--- src/rtl/sysctl_pkg.sv ---
package sysctl_pkg;
  localparam int unsigned REG_W    = 16;
  localparam int unsigned B_APP    = 1;
  localparam int unsigned B_DONE   = 2;
  localparam int unsigned B_UPA    = 3;
  localparam int unsigned B_CDA0   = 4;
  localparam int unsigned B_CDA1   = 5;
  localparam int unsigned B_TAP    = 7;
  localparam int unsigned B_SYS    = 8;
  localparam int unsigned B_AUX    = 9;
  localparam int unsigned B_SPARE  = 10;
  localparam int unsigned UPA_MIN_KB  = 64;
  localparam int unsigned CDA0_MIN_KB = 32;
endpackage

--- src/rtl/sysctl_lock_bits.sv ---
module sysctl_lock_bits (
  input  logic clk_i,
  input  logic por_ni,
  input  logic wr_en_i,
  input  logic wr_priv_i,
  input  logic app_d_i,
  input  logic sys_d_i,
  input  logic aux_d_i,
  output logic app_o,
  output logic sys_o,
  output logic aux_o
);
  // only the power-on reset touches these; warm reset keeps them
  always_ff @(posedge clk_i or negedge por_ni) begin
    if (!por_ni) begin
      app_o <= 1'b1;
      sys_o <= 1'b1;
      aux_o <= 1'b1;
    end else begin
      if (wr_en_i) app_o <= app_d_i;
      if (wr_priv_i) begin
        sys_o <= sys_d_i;
        aux_o <= aux_d_i;
      end
    end
  end
endmodule

--- src/rtl/sysctl_done_hs.sv ---
module sysctl_done_hs (
  input  logic clk_i,
  input  logic rst_ni,
  input  logic set_i,
  input  logic ack_i,
  input  logic spe_i,
  output logic done_o,
  output logic rst_req_o,
  output logic spe_clr_o
);
  always_ff @(posedge clk_i or negedge rst_ni) begin
    if (!rst_ni) begin
      done_o    <= 1'b0;
      rst_req_o <= 1'b0;
      spe_clr_o <= 1'b0;
    end else begin
      if (set_i)      done_o <= 1'b1;   // write beats ack
      else if (ack_i) done_o <= 1'b0;
      rst_req_o <= set_i & spe_i;
      spe_clr_o <= set_i & spe_i;
    end
  end
endmodule

--- src/rtl/sysctl_page_map.sv ---
module sysctl_page_map (
  input  logic       upa_i,
  input  logic [1:0] cda_i,
  output logic       upper_pages_o,
  output logic [1:0] byte_page_o,
  output logic       word_pair_o
);
  always_comb begin
    upper_pages_o = upa_i;
    byte_page_o   = cda_i;
    word_pair_o   = cda_i[1];
  end
endmodule

--- src/rtl/sysctl_reg.sv ---
module sysctl_reg #(
  parameter int unsigned PROG_KB = 128
) (
  input  logic        clk_i,
  input  logic        rst_ni,
  input  logic        por_ni,
  input  logic        wr_en_i,
  input  logic [15:0] wr_data_i,
  input  logic        priv_i,
  input  logic        done_ack_i,
  input  logic        spe_i,
  output logic [15:0] rd_data_o,
  output logic        sys_rst_req_o,
  output logic        spe_clr_o,
  output logic        tap_dis_o,
  output logic        upper_pages_o,
  output logic [1:0]  cd_byte_page_o,
  output logic        cd_word_pair_o,
  output logic        app_lock_o,
  output logic        sys_lock_o,
  output logic        aux_lock_o
);
  import sysctl_pkg::*;

  localparam bit HAS_UPPER = PROG_KB > UPA_MIN_KB;
  localparam bit HAS_CDA0  = PROG_KB > CDA0_MIN_KB;

  logic rst_all_n, wr_priv;
  logic spare_q, tap_q, upa_q, done_q;
  logic [1:0] cda_q;
  logic unused_wr;

  assign rst_all_n = rst_ni & por_ni;
  assign wr_priv   = wr_en_i & priv_i;
  assign unused_wr = ^wr_data_i;

  sysctl_lock_bits u_locks (
    .clk_i     (clk_i),
    .por_ni    (por_ni),
    .wr_en_i   (wr_en_i),
    .wr_priv_i (wr_priv),
    .app_d_i   (wr_data_i[B_APP]),
    .sys_d_i   (wr_data_i[B_SYS]),
    .aux_d_i   (wr_data_i[B_AUX]),
    .app_o     (app_lock_o),
    .sys_o     (sys_lock_o),
    .aux_o     (aux_lock_o)
  );

  always_ff @(posedge clk_i or negedge rst_all_n) begin
    if (!rst_all_n) begin
      spare_q <= 1'b1;
      tap_q   <= 1'b1;
    end else begin
      if (wr_priv) spare_q <= wr_data_i[B_SPARE];
      if (wr_en_i) tap_q   <= wr_data_i[B_TAP];
    end
  end

  generate
    if (HAS_UPPER) begin : g_upper
      always_ff @(posedge clk_i or negedge rst_all_n) begin
        if (!rst_all_n) begin
          upa_q    <= 1'b0;
          cda_q[1] <= 1'b0;
        end else if (wr_en_i) begin
          upa_q    <= wr_data_i[B_UPA];
          cda_q[1] <= wr_data_i[B_CDA1];
        end
      end
    end else begin : g_no_upper
      assign upa_q    = 1'b0;
      assign cda_q[1] = 1'b0;
    end
    if (HAS_CDA0) begin : g_cda0
      always_ff @(posedge clk_i or negedge rst_all_n) begin
        if (!rst_all_n)   cda_q[0] <= 1'b0;
        else if (wr_en_i) cda_q[0] <= wr_data_i[B_CDA0];
      end
    end else begin : g_no_cda0
      assign cda_q[0] = 1'b0;
    end
  endgenerate

  sysctl_done_hs u_done (
    .clk_i     (clk_i),
    .rst_ni    (rst_all_n),
    .set_i     (wr_en_i & wr_data_i[B_DONE]),
    .ack_i     (done_ack_i),
    .spe_i     (spe_i),
    .done_o    (done_q),
    .rst_req_o (sys_rst_req_o),
    .spe_clr_o (spe_clr_o)
  );

  sysctl_page_map u_map (
    .upa_i         (upa_q),
    .cda_i         (cda_q),
    .upper_pages_o (upper_pages_o),
    .byte_page_o   (cd_byte_page_o),
    .word_pair_o   (cd_word_pair_o)
  );

  assign tap_dis_o = ~tap_q;

  always_comb begin
    rd_data_o          = '0;
    rd_data_o[B_APP]   = app_lock_o;
    rd_data_o[B_DONE]  = done_q;
    rd_data_o[B_UPA]   = upa_q;
    rd_data_o[B_CDA0]  = cda_q[0];
    rd_data_o[B_CDA1]  = cda_q[1];
    rd_data_o[B_TAP]   = tap_q;
    rd_data_o[B_SYS]   = sys_lock_o;
    rd_data_o[B_AUX]   = aux_lock_o;
    rd_data_o[B_SPARE] = spare_q;
  end
endmodule

--- config.mk ---
export PLATFORM = sky130hd
export DESIGN_NAME = sysctl_reg
export DESIGN_NICKNAME = d
export VERILOG_FILES = /design/src/rtl/sysctl_pkg.sv /design/src/rtl/sysctl_lock_bits.sv /design/src/rtl/sysctl_done_hs.sv /design/src/rtl/sysctl_page_map.sv /design/src/rtl/sysctl_reg.sv
export SDC_FILE = /design/constraint.sdc
export NUM_CORES = 1
export LEC_CHECK = 0
export BUFFER_PORTS_ARGS = -buffer_cell sky130_fd_sc_hd__buf_2
export CAP_MARGIN = 20
export CORE_MARGIN = 4
export CORE_UTILIZATION = 32
export CTS_BUF_LIST = sky130_fd_sc_hd__clkbuf_4 sky130_fd_sc_hd__clkbuf_8 sky130_fd_sc_hd__clkbuf_16
export DETAILED_ROUTE_END_ITERATION = 12
export PLACE_DENSITY = 0.73
export REMOVE_ABC_BUFFERS = 1
export SETUP_SLACK_MARGIN = 0.5
export SLEW_MARGIN = 25
export SYNTH_ARGS = -nofsm -noshare
export SYNTH_HDL_FRONTEND = slang
export SYNTH_SLANG_ARGS = --single-unit
--- constraint.sdc ---
create_clock -name clk_i -period 0.8 [get_ports clk_i]
set_input_delay 0.2 -clock clk_i [delete_from_list [all_inputs] [get_ports clk_i]]
set_output_delay 0.2 -clock clk_i [all_outputs]
set_load 0.1 [all_outputs]
==> key figures, run 1 <==
Route
  • First-pass iteration count of the detailed router: 1
  • DRT antenna net count: 0
  • Drt via density: 3.94
  • Routed via count: 355
  • Final wirelength: 1110 um
  • Avg WL per Cell: 12.4 um
  • Iteration-0 DRC Markers: 0
  • DRC: 0

Floorplanning
  • Die Y: 49.3 um
  • Initial core utilization: 0.351
  • Total core area: 0.00156 mm2
  • Die area: 0.00243 mm2
  • I/O pins: 49
  • FP Rows: 14
  • Die Wd: 49.3 um

Setup path
  • CP required: 600 ps
  • Worst setup EP type: primary output
  • Crit Path Class: flop to primary output
  • Reg-to-Reg End: rd_data_o[5]
  • Worst setup SP type: flop
  • Reg2Reg Setup Slack: -60 ps
  • Reg-to-reg startpoint: rd_data_o[5]
  • CP max FO: 2
  • Worst R2R Path Depth: 1
  • Arrival @ worst endpoint: 1050 ps

Timing
  • Max Clk Rate: 799 MHz
  • Max Clock Skew: 0 ps
  • Final Cycle Share: 1.57
  • Fin. Hold Viols: 8
  • Final count of pins violating max slew: 0
  • RSZ-0062 raised after global routing: yes
  • Setup_tns: -6930 ps
  • Final Setup Violations: 24
  • Setup ws final: -452 ps
  • Worst hold slack: -117 ps
  • Post-layout min period: 1250 ps

Hold path
  • Worst hold path class: input port to async pin

Global routing
  • GR Util All Layers: 0.0969
  • Pin count of the biggest net entering global routing: 8
  • Antenna violations before repair: 0
  • Vias in the first global route: 375
  • Grt ovf: 0
  • Global-route wire length before repair: 1770 um

Layout
  • Ant diodes: 0
  • Commonest cells after routing, fill and taps aside: 19 x buf_12, 14 x buf_2, 7 x conb_1, 5 x dfstp_2
  • Most common cell after layout, fill and taps aside: buf_12
  • Reg area: 260 um2
  • Multi-input logic area: 168 um2
  • Fraction of layout cells with a size suffix above 1: 0.797
  • Layout Utilization: 0.629
  • Fillcell total: 131
  • Area growth syn-to-layout: 79.4%
  • Layout Nets: 98

Placement
  • Place WS: -235 ps
  • Number of port buffers: 34
  • Final GP Congestion: 0.714

Synth
  • Synth Warn #: 0
  • Dominant cells by area after synthesis: buf_4 25%, dfstp_2 24%, dfrtp_1 23%
  • Yosys reg bits: 10
  • Largest area contributor in the netlist: buf_4
  • Sequential share of the synthesized area: 0.469
  • Share of the synthesized area in the top cell type: 0.247
  • Mean Syn Cell Area: 11.9 um2
  • Area of the mapped netlist: 547 um2
  • Syn Inst Count: 46
  • Netlist cell types: 13

Clock tree
  • Worst-Skew Late Latency: 250 ps
  • Clock Tree Root: clkbuf_4
  • CTS tree: built
  • Htree depth: 1
  • Clock Tree Buf Depth: 2
  • Cts bufs inserted: 3
  • CTS sink count: 10
  • Worst-path clk slew: 70 ps

Run status
  • Outcome: complete, but fails checks
  • Failing checks: negative hold slack, negative setup slack

Power
  • Post-layout power: 0.00257 W
  • Power Density: 2620 mW/mm2
  • Static leakage: 0.485 nW
  • VDD IR-drop max: 1.64 mV

Job
  • Max-cap violations: 0
what timing repair did:
item                                    CTS  global route
buffers inserted                          0             1
resized for setup                        15             2
hold endpoints to repair                  8             8
pin swaps                                 1             0
endpoints found under the setup margin   29            36
layout make-up:
cell class	count	share of cell area
repair buffers	37	0.505
flip-flops and latches	10	0.265
multi-input cells	21	0.171
clock buffers	4	0.0306
well taps	16	0.0204
inverters	2	0.00765
worst max-delay path by stage:
stage / slack, ps / startpoint / endpoint / cells after the start
2_1_floorplan: -1760 / rd_data_o[5] / rd_data_o[5] / 1
3_3_place_gp: -220 / tap_q / tap_dis_o / 2
3_5_place_dp: -240 / tap_q / tap_dis_o / 2
4_1_cts: -460 / tap_q / rd_data_o[7] / 2
5_1_grt: -490 / tap_q / rd_data_o[7] / 2
6_report: -450 / tap_q / rd_data_o[7] / 2
kinds of logic after synthesis:
| group | Yosys count | synth area share |
|---|---|---|
| other | 1 | 0.00686 |
| buffers and inverters | 21 | 0.281 |
| AO/OA/AOI/OAI | 2 | 0.0183 |
| multiplexers | 7 | 0.165 |
| flip-flops | 10 | 0.469 |
| AND/OR/NAND/NOR | 5 | 0.0595 |
registers in the layout, summed over array words and instances, names as in the netlist:
signal,cells
rd_data_o,2
spare_q,1
tap_q,1
u_done.done_o,1
u_done.rst_req_o,1
u_locks.app_o,1
u_locks.aux_o,1
u_locks.sys_o,1
upa_q,1
stage by stage:
| stage | hold slack, ps | cell area, um2 | cells |
|---|---|---|---|
| after floorplan | 52.2 | 423 | 33 |
| after global placement | 179 | 898 | 85 |
| after detailed placement | 181 | 898 | 85 |
| after CTS | -102 | 968 | 89 |
| after global routing | -110 | 981 | 90 |
| final | -117 | 981 | 90 |
report_power, final:
| group | internal [W] | switching, W | total [W] |
|---|---|---|---|
| clock network | 0.000226 | 0.000164 | 0.000390 |
| logic | 0.000500 | 0.00100 | 0.00150 |
| registers | 0.000589 | 0.0000896 | 0.000679 |
| total | 0.00132 | 0.00126 | 0.00257 |
metal layers:
layer,GRT usage,share of wire,routed length (um),vias up
met5,0,0,0,-
met4,0.0284,0,0,0
met3,0.0520,0.078,87,0
met2,0.179,0.61,680,14
met1,0.0904,0.31,346,165
li1,-,-,-,176
cell usage after synthesis (all sizes together):
cell type and number:
buf 19, mux2 7, dfrtp 5, dfstp 5
nand2 3, inv 2, o21ai 2, and2 1
and3 1, conb 1
critical path, cell delays in order (launching register included):
cell	delay, ps
dfstp_2	540
buf_6	90
buf_12	160
Power figures use the tool's default switching activity.
==> inputs of run 2 (changes only) <==
--- a/config.mk
+++ b/config.mk
@@ -9,9 +9,9 @@
 export CAP_MARGIN = 20
 export CORE_MARGIN = 4
 export CORE_UTILIZATION = 32
-export CTS_BUF_LIST = sky130_fd_sc_hd__clkbuf_4 sky130_fd_sc_hd__clkbuf_8 sky130_fd_sc_hd__clkbuf_16
+export CTS_BUF_LIST = sky130_fd_sc_hd__clkbuf_16
 export DETAILED_ROUTE_END_ITERATION = 12
-export PLACE_DENSITY = 0.73
+export PLACE_DENSITY = 0.79
 export REMOVE_ABC_BUFFERS = 1
 export SETUP_SLACK_MARGIN = 0.5
 export SLEW_MARGIN = 25
==> run 2 against run 1 <==
Effect of this change: the run still ends with negative hold slack, negative setup slack left; non-clock buffer count down 1; core utilization up 3.0 points; clock power is 130% higher; combinational power about the same; first-iteration DRC count stayed put; setup slack improved by 36 ps; critical path depth did not move; critical path type unchanged; critical endpoint unchanged; largest cell class unchanged; largest power group unchanged.
==> key figures, run 2 (same netlist as run 1, synthesis figures left out) <==
Clock tree
  • Clock Tree Buf Depth: 2
  • Worst-path clk slew: 40 ps
  • CTS tree: built
  • Worst-Skew Late Latency: 230 ps
  • Cts bufs inserted: 3
  • CTS sink count: 10
  • Htree depth: 1
  • Clock Tree Root: clkbuf_16

Timing
  • Final count of pins violating max slew: 0
  • RSZ-0062 raised after global routing: yes
  • Setup_tns: -6310 ps
  • Max Clock Skew: 0 ps
  • Worst hold slack: -83.5 ps
  • Final Cycle Share: 1.52
  • Setup ws final: -416 ps
  • Final Setup Violations: 23
  • Fin. Hold Viols: 8
  • Max Clk Rate: 822 MHz
  • Post-layout min period: 1220 ps

Power
  • VDD IR-drop max: 1.50 mV
  • Power Density: 2980 mW/mm2
  • Static leakage: 0.501 nW

Setup path
  • Arrival @ worst endpoint: 1020 ps
  • Worst R2R Path Depth: 1
  • CP max FO: 2
  • Worst setup SP type: flop
  • Crit Path Class: flop to primary output
  • CP required: 600 ps
  • Worst setup EP type: primary output

Route
  • DRT antenna net count: 0
  • Drt via density: 4.15
  • DRC: 0
  • Avg WL per Cell: 13.5 um
  • Routed via count: 369
  • Final wirelength: 1200 um
  • Iteration-0 DRC Markers: 0
  • First-pass iteration count of the detailed router: 1

Floorplanning
  • Die Y: 49.3 um
  • Total core area: 0.00156 mm2
  • I/O pins: 49
  • Die area: 0.00243 mm2
  • FP Rows: 14
  • Initial core utilization: 0.351
  • Die Wd: 49.3 um

Layout
  • Fraction of layout cells with a size suffix above 1: 0.808
  • Ant diodes: 0
  • Layout Nets: 97
  • Non-Filler Cell Area, Final: 0.00103 mm2
  • Commonest cells after routing, fill and taps aside: 19 x buf_12, 14 x buf_2, 7 x conb_1, 5 x dfstp_2
  • Largest register FFs: 2
  • Most common cell after layout, fill and taps aside: buf_12
  • Area growth syn-to-layout: 87.9%

Placement
  • Hpwl dp: 1030 um
  • Number of port buffers: 34
  • Area after DPL: 898 um2
  • Final GP Congestion: 0.731

Run status
  • Outcome: complete, but fails checks
  • Failing checks: negative hold slack, negative setup slack

Job
  • Max-cap violations: 0

Global routing
  • Global-route wire length before repair: 1930 um
  • Antenna violations before repair: 0
  • Vias in the first global route: 389
  • Pin count of the biggest net entering global routing: 8
  • Grt ovf: 0
  • GR Util All Layers: 0.110

Hold path
  • Worst hold path class: input port to async pin
-- run 2: layout make-up --
cell class,instances,area (um2)
timing repair buffer,36,488
multi-input combinational,21,171
tap,16,20.0
inverter,2,7.51
fill,119,532
clock inverter,1,3.75
clock buffer,3,75.1
sequential,10,262
-- run 2: worst paths after layout --
kind,startpoint,endpoint,slack (ps)
worst max-delay path,tap_q,rd_data_o[7],-420
worst min-delay path,rst_ni,rd_data_o[4],-80
worst max register to register,rd_data_o[5],rd_data_o[5],-60
worst min register to register,tap_q,tap_q,530
max in group asynchronous,por_ni,tap_q,580
min in group clk_i,done_ack_i,u_done.done_o,140
-- run 2: worst max-delay path: stages, from the launching register on --
cell	delay, ps
dfstp_2	530
buf_6	90
buf_12	160
-- run 2: metal layers --
| metal | vias up | part of all wire | GRT usage |
|---|---|---|---|
| li1 | 173 | - | - |
| met2 | 18 | 0.59 | 0.205 |
| met3 | 2 | 0.057 | 0.0367 |
| met4 | 0 | 0.0092 | 0.0569 |
| met5 | - | 0 | 0 |
| met1 | 176 | 0.34 | 0.105 |
-- run 2: timing repair --
action / 4_1_cts / 5_1_grt
pin swaps: 1 / 0
gates resized for setup: 16 / 3
setup buffers: 0 / 0
hold endpoints to repair: 8 / 8
setup endpoints to repair: 36 / 29
-- run 2: through the flow --
stage	total power (W)	utilization	std cells	worst slack [ps]
after detailed placement	0.00216	0.576	85	-231
after global routing	0.00316	0.659	89	-435
after floorplan	0.00161	-	33	-1760
final	0.00307	0.659	89	-416
after global placement	0.00214	0.576	85	-221
after CTS	0.00310	0.653	89	-426
-- run 2: power by group --
part	internal, W	switching, W
registers	0.000592	0.0000896
logic	0.000492	0.00101
clock network	0.000655	0.000229
total	0.00174	0.00133
